File: config.mk
export PLATFORM = sky130hd
export DESIGN_NAME = supply_reset_seq
export DESIGN_NICKNAME = d
export VERILOG_FILES = /design/src/rtl/rstseq_pkg.sv /design/src/rtl/rstseq_filter.sv /design/src/rtl/rstseq_ctrl.sv /design/src/rtl/rstseq_dp.sv /design/src/rtl/supply_reset_seq.sv
export SDC_FILE = /design/constraint.sdc
export NUM_CORES = 1
export LEC_CHECK = 0
export BUFFER_PORTS_ARGS = -buffer_cell sky130_fd_sc_hd__buf_4
export CELL_PAD_IN_SITES_DETAIL_PLACEMENT = 1
export CELL_PAD_IN_SITES_GLOBAL_PLACEMENT = 2
export CORE_MARGIN = 2
export CORE_UTILIZATION = 38
export DETAILED_ROUTE_END_ITERATION = 8
export GPL_ROUTABILITY_DRIVEN = 0
export PLACE_DENSITY = 0.82
export SLEW_MARGIN = 25
export SYNTH_ARGS = -nofsm -noshare
export SYNTH_HDL_FRONTEND = slang
export SYNTH_HIERARCHICAL = 1
export SYNTH_SLANG_ARGS = --single-unit
File: constraint.sdc
create_clock -name clk -period 1.58 [get_ports clk]
set_input_delay 0 -clock clk [delete_from_list [all_inputs] [get_ports clk]]
set_output_delay 0 -clock clk [all_outputs]
set_load 0.01 [all_outputs]
File: src/rtl/rstseq_pkg.sv
package rstseq_pkg;
  typedef enum logic [1:0] {
    ST_POR = 2'd0,
    ST_BOR = 2'd1,
    ST_RUN = 2'd2
  } supState_t;

  typedef struct packed {
    logic holdPor;    // clear level and interrupt
    logic acceptCfg;  // level writes allowed
    logic watchWarn;  // early-warning comparator is watched
  } ctrlStrobe_t;

  localparam int NUM_FLAGS     = 5;
  localparam int FLG_POR_RISE  = 0;
  localparam int FLG_POR_FALL  = 1;
  localparam int FLG_BOR0_RISE = 2;
  localparam int FLG_BOR0_FALL = 3;
  localparam int FLG_WARN      = 4;
endpackage

File: src/rtl/rstseq_filter.sv
module rstseq_filter #(
  parameter int WIDTH    = 5,
  parameter int DEBOUNCE = 4
) (
  input  logic             clk,
  input  logic             arstN,
  input  logic [WIDTH-1:0] rawIn,
  output logic [WIDTH-1:0] fltOut
);
  localparam int CNT_W = (DEBOUNCE > 1) ? $clog2(DEBOUNCE) : 1;
  localparam logic [CNT_W-1:0] CNT_LAST = CNT_W'(DEBOUNCE - 1);

  for (genvar g = 0; g < WIDTH; g++) begin : g_flag
    logic syncA, syncB, dbVal;
    logic [CNT_W-1:0] cnt;

    always_ff @(posedge clk or negedge arstN) begin
      if (!arstN) begin
        syncA <= 1'b0;
        syncB <= 1'b0;
        dbVal <= 1'b0;
        cnt   <= '0;
      end else begin
        syncA <= rawIn[g];
        syncB <= syncA;
        if (syncB == dbVal) begin
          cnt <= '0;
        end else if (cnt == CNT_LAST) begin
          dbVal <= syncB;
          cnt   <= '0;
        end else begin
          cnt <= cnt + 1'b1;
        end
      end
    end

    assign fltOut[g] = dbVal;
  end
endmodule

File: src/rtl/rstseq_ctrl.sv
module rstseq_ctrl
  import rstseq_pkg::*;
(
  input  logic        clk,
  input  logic        arstN,
  input  logic        porRiseDb,
  input  logic        porFallDb,
  input  logic        bor0RiseDb,
  input  logic        bor0FallDb,
  output supState_t   state,
  output ctrlStrobe_t strobe
);
  supState_t nextState;

  always_comb begin
    nextState = state;
    if (porFallDb) begin
      nextState = ST_POR;
    end else begin
      unique case (state)
        ST_POR:  if (porRiseDb)  nextState = ST_BOR;
        ST_BOR:  if (bor0RiseDb) nextState = ST_RUN;
        ST_RUN:  if (bor0FallDb) nextState = ST_BOR;
        default: nextState = ST_POR;
      endcase
    end
  end

  always_ff @(posedge clk or negedge arstN) begin
    if (!arstN) state <= ST_POR;
    else        state <= nextState;
  end

  always_comb begin
    strobe.holdPor   = (state == ST_POR);
    strobe.acceptCfg = (state == ST_RUN);
    strobe.watchWarn = (state == ST_RUN);
  end
endmodule

File: src/rtl/rstseq_dp.sv
module rstseq_dp
  import rstseq_pkg::*;
#(
  parameter int LVL_W = 2
) (
  input  logic             clk,
  input  logic             arstN,
  input  ctrlStrobe_t      strobe,
  input  logic             warnDb,
  input  logic [LVL_W-1:0] levelSel,
  input  logic             levelWr,
  input  logic             irqClr,
  output logic [LVL_W-1:0] borLevel,
  output logic             irqFlag
);
  logic warnHit;
  assign warnHit = strobe.watchWarn && warnDb && (borLevel != '0);

  always_ff @(posedge clk or negedge arstN) begin
    if (!arstN) begin
      borLevel <= '0;
      irqFlag  <= 1'b0;
    end else if (strobe.holdPor) begin
      borLevel <= '0;
      irqFlag  <= 1'b0;
    end else begin
      if (warnHit) begin
        borLevel <= '0;
        irqFlag  <= 1'b1;
      end else begin
        if (strobe.acceptCfg && levelWr) borLevel <= levelSel;
        if (irqClr) irqFlag <= 1'b0;
      end
    end
  end
endmodule

File: src/rtl/supply_reset_seq.sv
module supply_reset_seq
  import rstseq_pkg::*;
#(
  parameter int LVL_W    = 2,
  parameter int DEBOUNCE = 4
) (
  input  logic             clk,
  input  logic             arstN,
  input  logic             porRiseIn,
  input  logic             porFallIn,
  input  logic             bor0RiseIn,
  input  logic             bor0FallIn,
  input  logic             borWarnIn,
  input  logic             bootRstReq,
  input  logic [LVL_W-1:0] levelSel,
  input  logic             levelWr,
  input  logic             irqClr,
  output logic             refEn,
  output logic             pmuEn,
  output logic             bootRelease,
  output logic             rtcRst,
  output logic [LVL_W-1:0] borLevel,
  output logic             irqFlag
);
  logic [NUM_FLAGS-1:0] rawFlags, fltFlags;
  logic porFallDb, warnDb;
  supState_t   state;
  ctrlStrobe_t strobe;

  always_comb begin
    rawFlags                = '0;
    rawFlags[FLG_POR_RISE]  = porRiseIn;
    rawFlags[FLG_POR_FALL]  = porFallIn;
    rawFlags[FLG_BOR0_RISE] = bor0RiseIn;
    rawFlags[FLG_BOR0_FALL] = bor0FallIn;
    rawFlags[FLG_WARN]      = borWarnIn;
  end

  rstseq_filter #(.WIDTH(NUM_FLAGS), .DEBOUNCE(DEBOUNCE)) filt_i (
    .clk(clk), .arstN(arstN), .rawIn(rawFlags), .fltOut(fltFlags)
  );

  assign porFallDb = fltFlags[FLG_POR_FALL];
  assign warnDb    = fltFlags[FLG_WARN];

  rstseq_ctrl ctrl_i (
    .clk(clk), .arstN(arstN),
    .porRiseDb(fltFlags[FLG_POR_RISE]), .porFallDb(porFallDb),
    .bor0RiseDb(fltFlags[FLG_BOR0_RISE]), .bor0FallDb(fltFlags[FLG_BOR0_FALL]),
    .state(state), .strobe(strobe)
  );

  rstseq_dp #(.LVL_W(LVL_W)) dp_i (
    .clk(clk), .arstN(arstN), .strobe(strobe), .warnDb(warnDb),
    .levelSel(levelSel), .levelWr(levelWr), .irqClr(irqClr),
    .borLevel(borLevel), .irqFlag(irqFlag)
  );

  assign refEn       = (state != ST_POR);
  assign pmuEn       = (state == ST_RUN);
  assign bootRelease = (state == ST_RUN);
  assign rtcRst      = (state != ST_RUN) || bootRstReq;
endmodule

==> out/qor.txt <==
met2 wire length - 1.02 mm
post-route insts no fill - 154
# DRC - 0
DR vias - 714
Final min period - 1.33 ns
Inserted Clock Buffers - 5
Mapped Area - 1200 um2
Post-Route M1 WL - 809 um
Max IR drop VDD - 564 uV
status - completed
Max Fclk - 754 MHz
Synth-to-Final Area Change - 24.0%
number of antenna violations at the first check in global routing - 0
fin util - 49.3%
Fin. Hold Viols - 0
nets - 128
Total GRT Usage - 14.4%
clock root cell - clkbuf_4
Clock Skew - 0.00491 ns
CTS Sinks - 30
Hold WS - 0.146 ns
Worst Path Buf+Inv - 1
CP Launch Type - register
compound-cell area share of the yosys netlist - 6.23%
mux cell area share after synthesis - 5.50%
port bufs - 18
wire per inst - 13.2 um
global route total overflow - 0
Unique masters post-synth - 24
first-pass GRT wire length - 3.49 mm
Setup TNS Final - 0 ns
Worst-Margin Slew - 0.374 ns
Worst slew margin - 75.0%
period utilization - 83.9%
worst-path cell with the longest stage delay - dfrtp_1
largest family of logic cells by synthesized area - simple AND/OR/NAND/NOR gates
final setup fails - 0
CTS tree - done
Max clock buf depth - 2
Clock Latency Late Sink - 0.32 ns
IO Pins - 19
Pwr Density - 1470 nW/um2
First-pass DRT Iterations - 3
Worst-path clk slew - 0.08 ns
Critical Path Max Stage Delay - 0.46 ns
layout cell share with drive strength beyond 1 - 29.1%
crit-path leading delay family - flip-flops
type of the worst setup path - register to primary output
post-synthesis xor/xnor area fraction - 3.63%
CP Capture Type - primary output
Initial Util - 39.8%
Critical Path, Cell by Cell - or3b_1 -> buf_4
Synthesized Nets - 100
Avg Vias per Cell - 4.64
Die Width - 60.3 um
Synth Area in Simple Gates - 12.5%
largest net degree at the start of global routing - 31
post-synthesis sequential area ratio - 62.3%
Ant. Diodes - 0
DP HPWL - 1.42 mm
routed wire length - 2.03 mm
Leakage - 0.709 nW
Post-Synth Adder-Cell Area - 5.19%
Worst Path Arrival - 1.33 ns
Syn Inst Count - 83
worst min path class - input pin to asynchronous set/reset pin
top fanout value on the critical path - 9
post-synthesis register bit count - 30
Pins Over Slew Limit - 0
WL met3 - 138 um
FP Rows - 20
max_cap viols - 0
worst reg2reg setup slack - 0.31 ns
die area - 3640 um2
Final ANT Viol Nets - 0
area of the core - 3030 um2
uppermost layer routed - met4
Cells after DPL - 138
number of global-route vias before repair - 750
initial detailed-routing violation count - 9
Yosys Warn Count - 6
die height - 60.3 um
CP required - 1.58 ns
Mapped Avg Cell Area - 14.5 um2
CTS H-Tree Depth - 2
RSZ-0062 raised after global routing - false
layout make-up:
| class | count | area [um2] |
|---|---|---|
| fillers | 321 | 1530 |
| flip-flops and latches | 30 | 751 |
| inverters | 1 | 3.75 |
| repair buffers | 28 | 235 |
| multi-input cells | 45 | 398 |
| well taps | 44 | 55.1 |
| clock buffers | 6 | 51.3 |
synthesized netlist by cell type (all sizes together):
| cell | instances | area share [%] |
|---|---|---|
| inv | 1 | 0.31 |
| ha | 5 | 5.2 |
| dfrtp | 30 | 62 |
| a21oi | 1 | 0.41 |
| o21a | 1 | 0.62 |
| buf | 7 | 4.4 |
| mux2 | 5 | 4.7 |
| nor2 | 1 | 0.31 |
| xnor2 | 4 | 2.9 |
| nor3b | 1 | 1.0 |
| mux2i | 1 | 0.83 |
| and2b | 1 | 0.73 |
| xor2 | 1 | 0.73 |
| nor3 | 4 | 3.3 |
| nand3 | 2 | 0.83 |
| nor2b | 6 | 3.1 |
| a211oi | 3 | 1.9 |
| nand3b | 1 | 0.62 |
| o21ba | 1 | 0.83 |
| or3b | 2 | 1.5 |
| and2 | 1 | 0.52 |
| or2 | 1 | 0.52 |
| a21bo | 2 | 1.7 |
| o211a | 1 | 0.83 |
cell families (layout without fill, tap and decap cells):
logic type               Yosys count  after routing
AO/OA/AOI/OAI                      9              9
AND/OR/NAND/NOR                   20             20
multiplexers                       6              6
adder cells (fa/ha/maj)            5              5
XOR/XNOR                           5              5
buffers and inverters              8             35
flip-flops                        30             30
repair_timing:
item	CTS	global route
hold buffers	10	0
gates resized for setup	0	0
setup buffers	0	0
endpoints found under the hold margin	38	0
path summary, 6_finish.rpt:
kind | depth (start not counted) | end | start
max reg2reg | 3 | dp_i/borLevel[0] | ctrl_i/state[1]
max | 2 | rtcRst | ctrl_i/state[0]
min | 2 | dp_i/borLevel[0] | arstN
max in group asynchronous | 2 | filt_i/g_flag[0].syncA | arstN
min in group clk | 3 | rtcRst | bootRstReq
min reg2reg | 0 | filt_i/g_flag[4].syncB | filt_i/g_flag[4].syncA
metrics by stage:
step / power, mW / worst slack, ns / cell area [um2]
after global placement: 1.71 / 0.409 / 1340
final: 2.19 / 0.254 / 1490
after CTS: 2.23 / 0.235 / 1490
after detailed placement: 1.77 / 0.299 / 1340
after global routing: 2.40 / 0.159 / 1490
after floorplan: 1.65 / 0.405 / 1200
sequential cells by signal, summed over array words and instances, names as in the netlist:
| register | cells |
|---|---|
| filt_i/g_flag.cnt | 10 |
| filt_i/g_flag.dbVal | 5 |
| filt_i/g_flag.syncA | 5 |
| filt_i/g_flag.syncB | 5 |
| ctrl_i/state | 2 |
| dp_i/borLevel | 2 |
| dp_i/irqFlag | 1 |
per-layer routing:
| metal | vias to the layer above | GRT usage, % |
|---|---|---|
| met5 | - | 0 |
| met2 | 21 | 23.3 |
| met1 | 351 | 15.0 |
| met4 | 0 | 9.52 |
| li1 | 334 | - |
| met3 | 8 | 6.49 |
report_power, final:
part | total, mW | switching (mW) | leakage [nW] | internal [mW]
Combinational | 0.607 | 0.253 | 0.305 | 0.354
Sequential | 1.15 | 0.180 | 0.373 | 0.973
Clock | 0.432 | 0.232 | 0.0302 | 0.200
Total | 2.19 | 0.666 | 0.709 | 1.53
cell usage in the layout, fill, tap and decap left out:
master,n
or2_2,1
dlygate4sd3_1,10
buf_4,18
mux2i_1,1
nor2_1,1
mux2_1,5
nor2b_1,6
nor3_2,4
a21bo_1,2
clkbuf_8,1
o211a_1,1
and2b_2,1
ha_1,5
o21a_1,1
a21oi_1,1
xnor2_1,4
nand3b_1,1
and2_1,1
or3b_1,2
a211oi_1,3
dfrtp_1,30
o21ba_2,1
xor2_1,1
inv_1,1
nor3b_2,1
nand3_1,2
clkbuf_4,5
worst register-to-register path, stage by stage, from the launching register on:
cell	delay, ns
dfrtp_1	0.47
nor2b_1	0.33
nand3_1	0.14
a211oi_1	0.24
(Power assumes the default switching activity.)
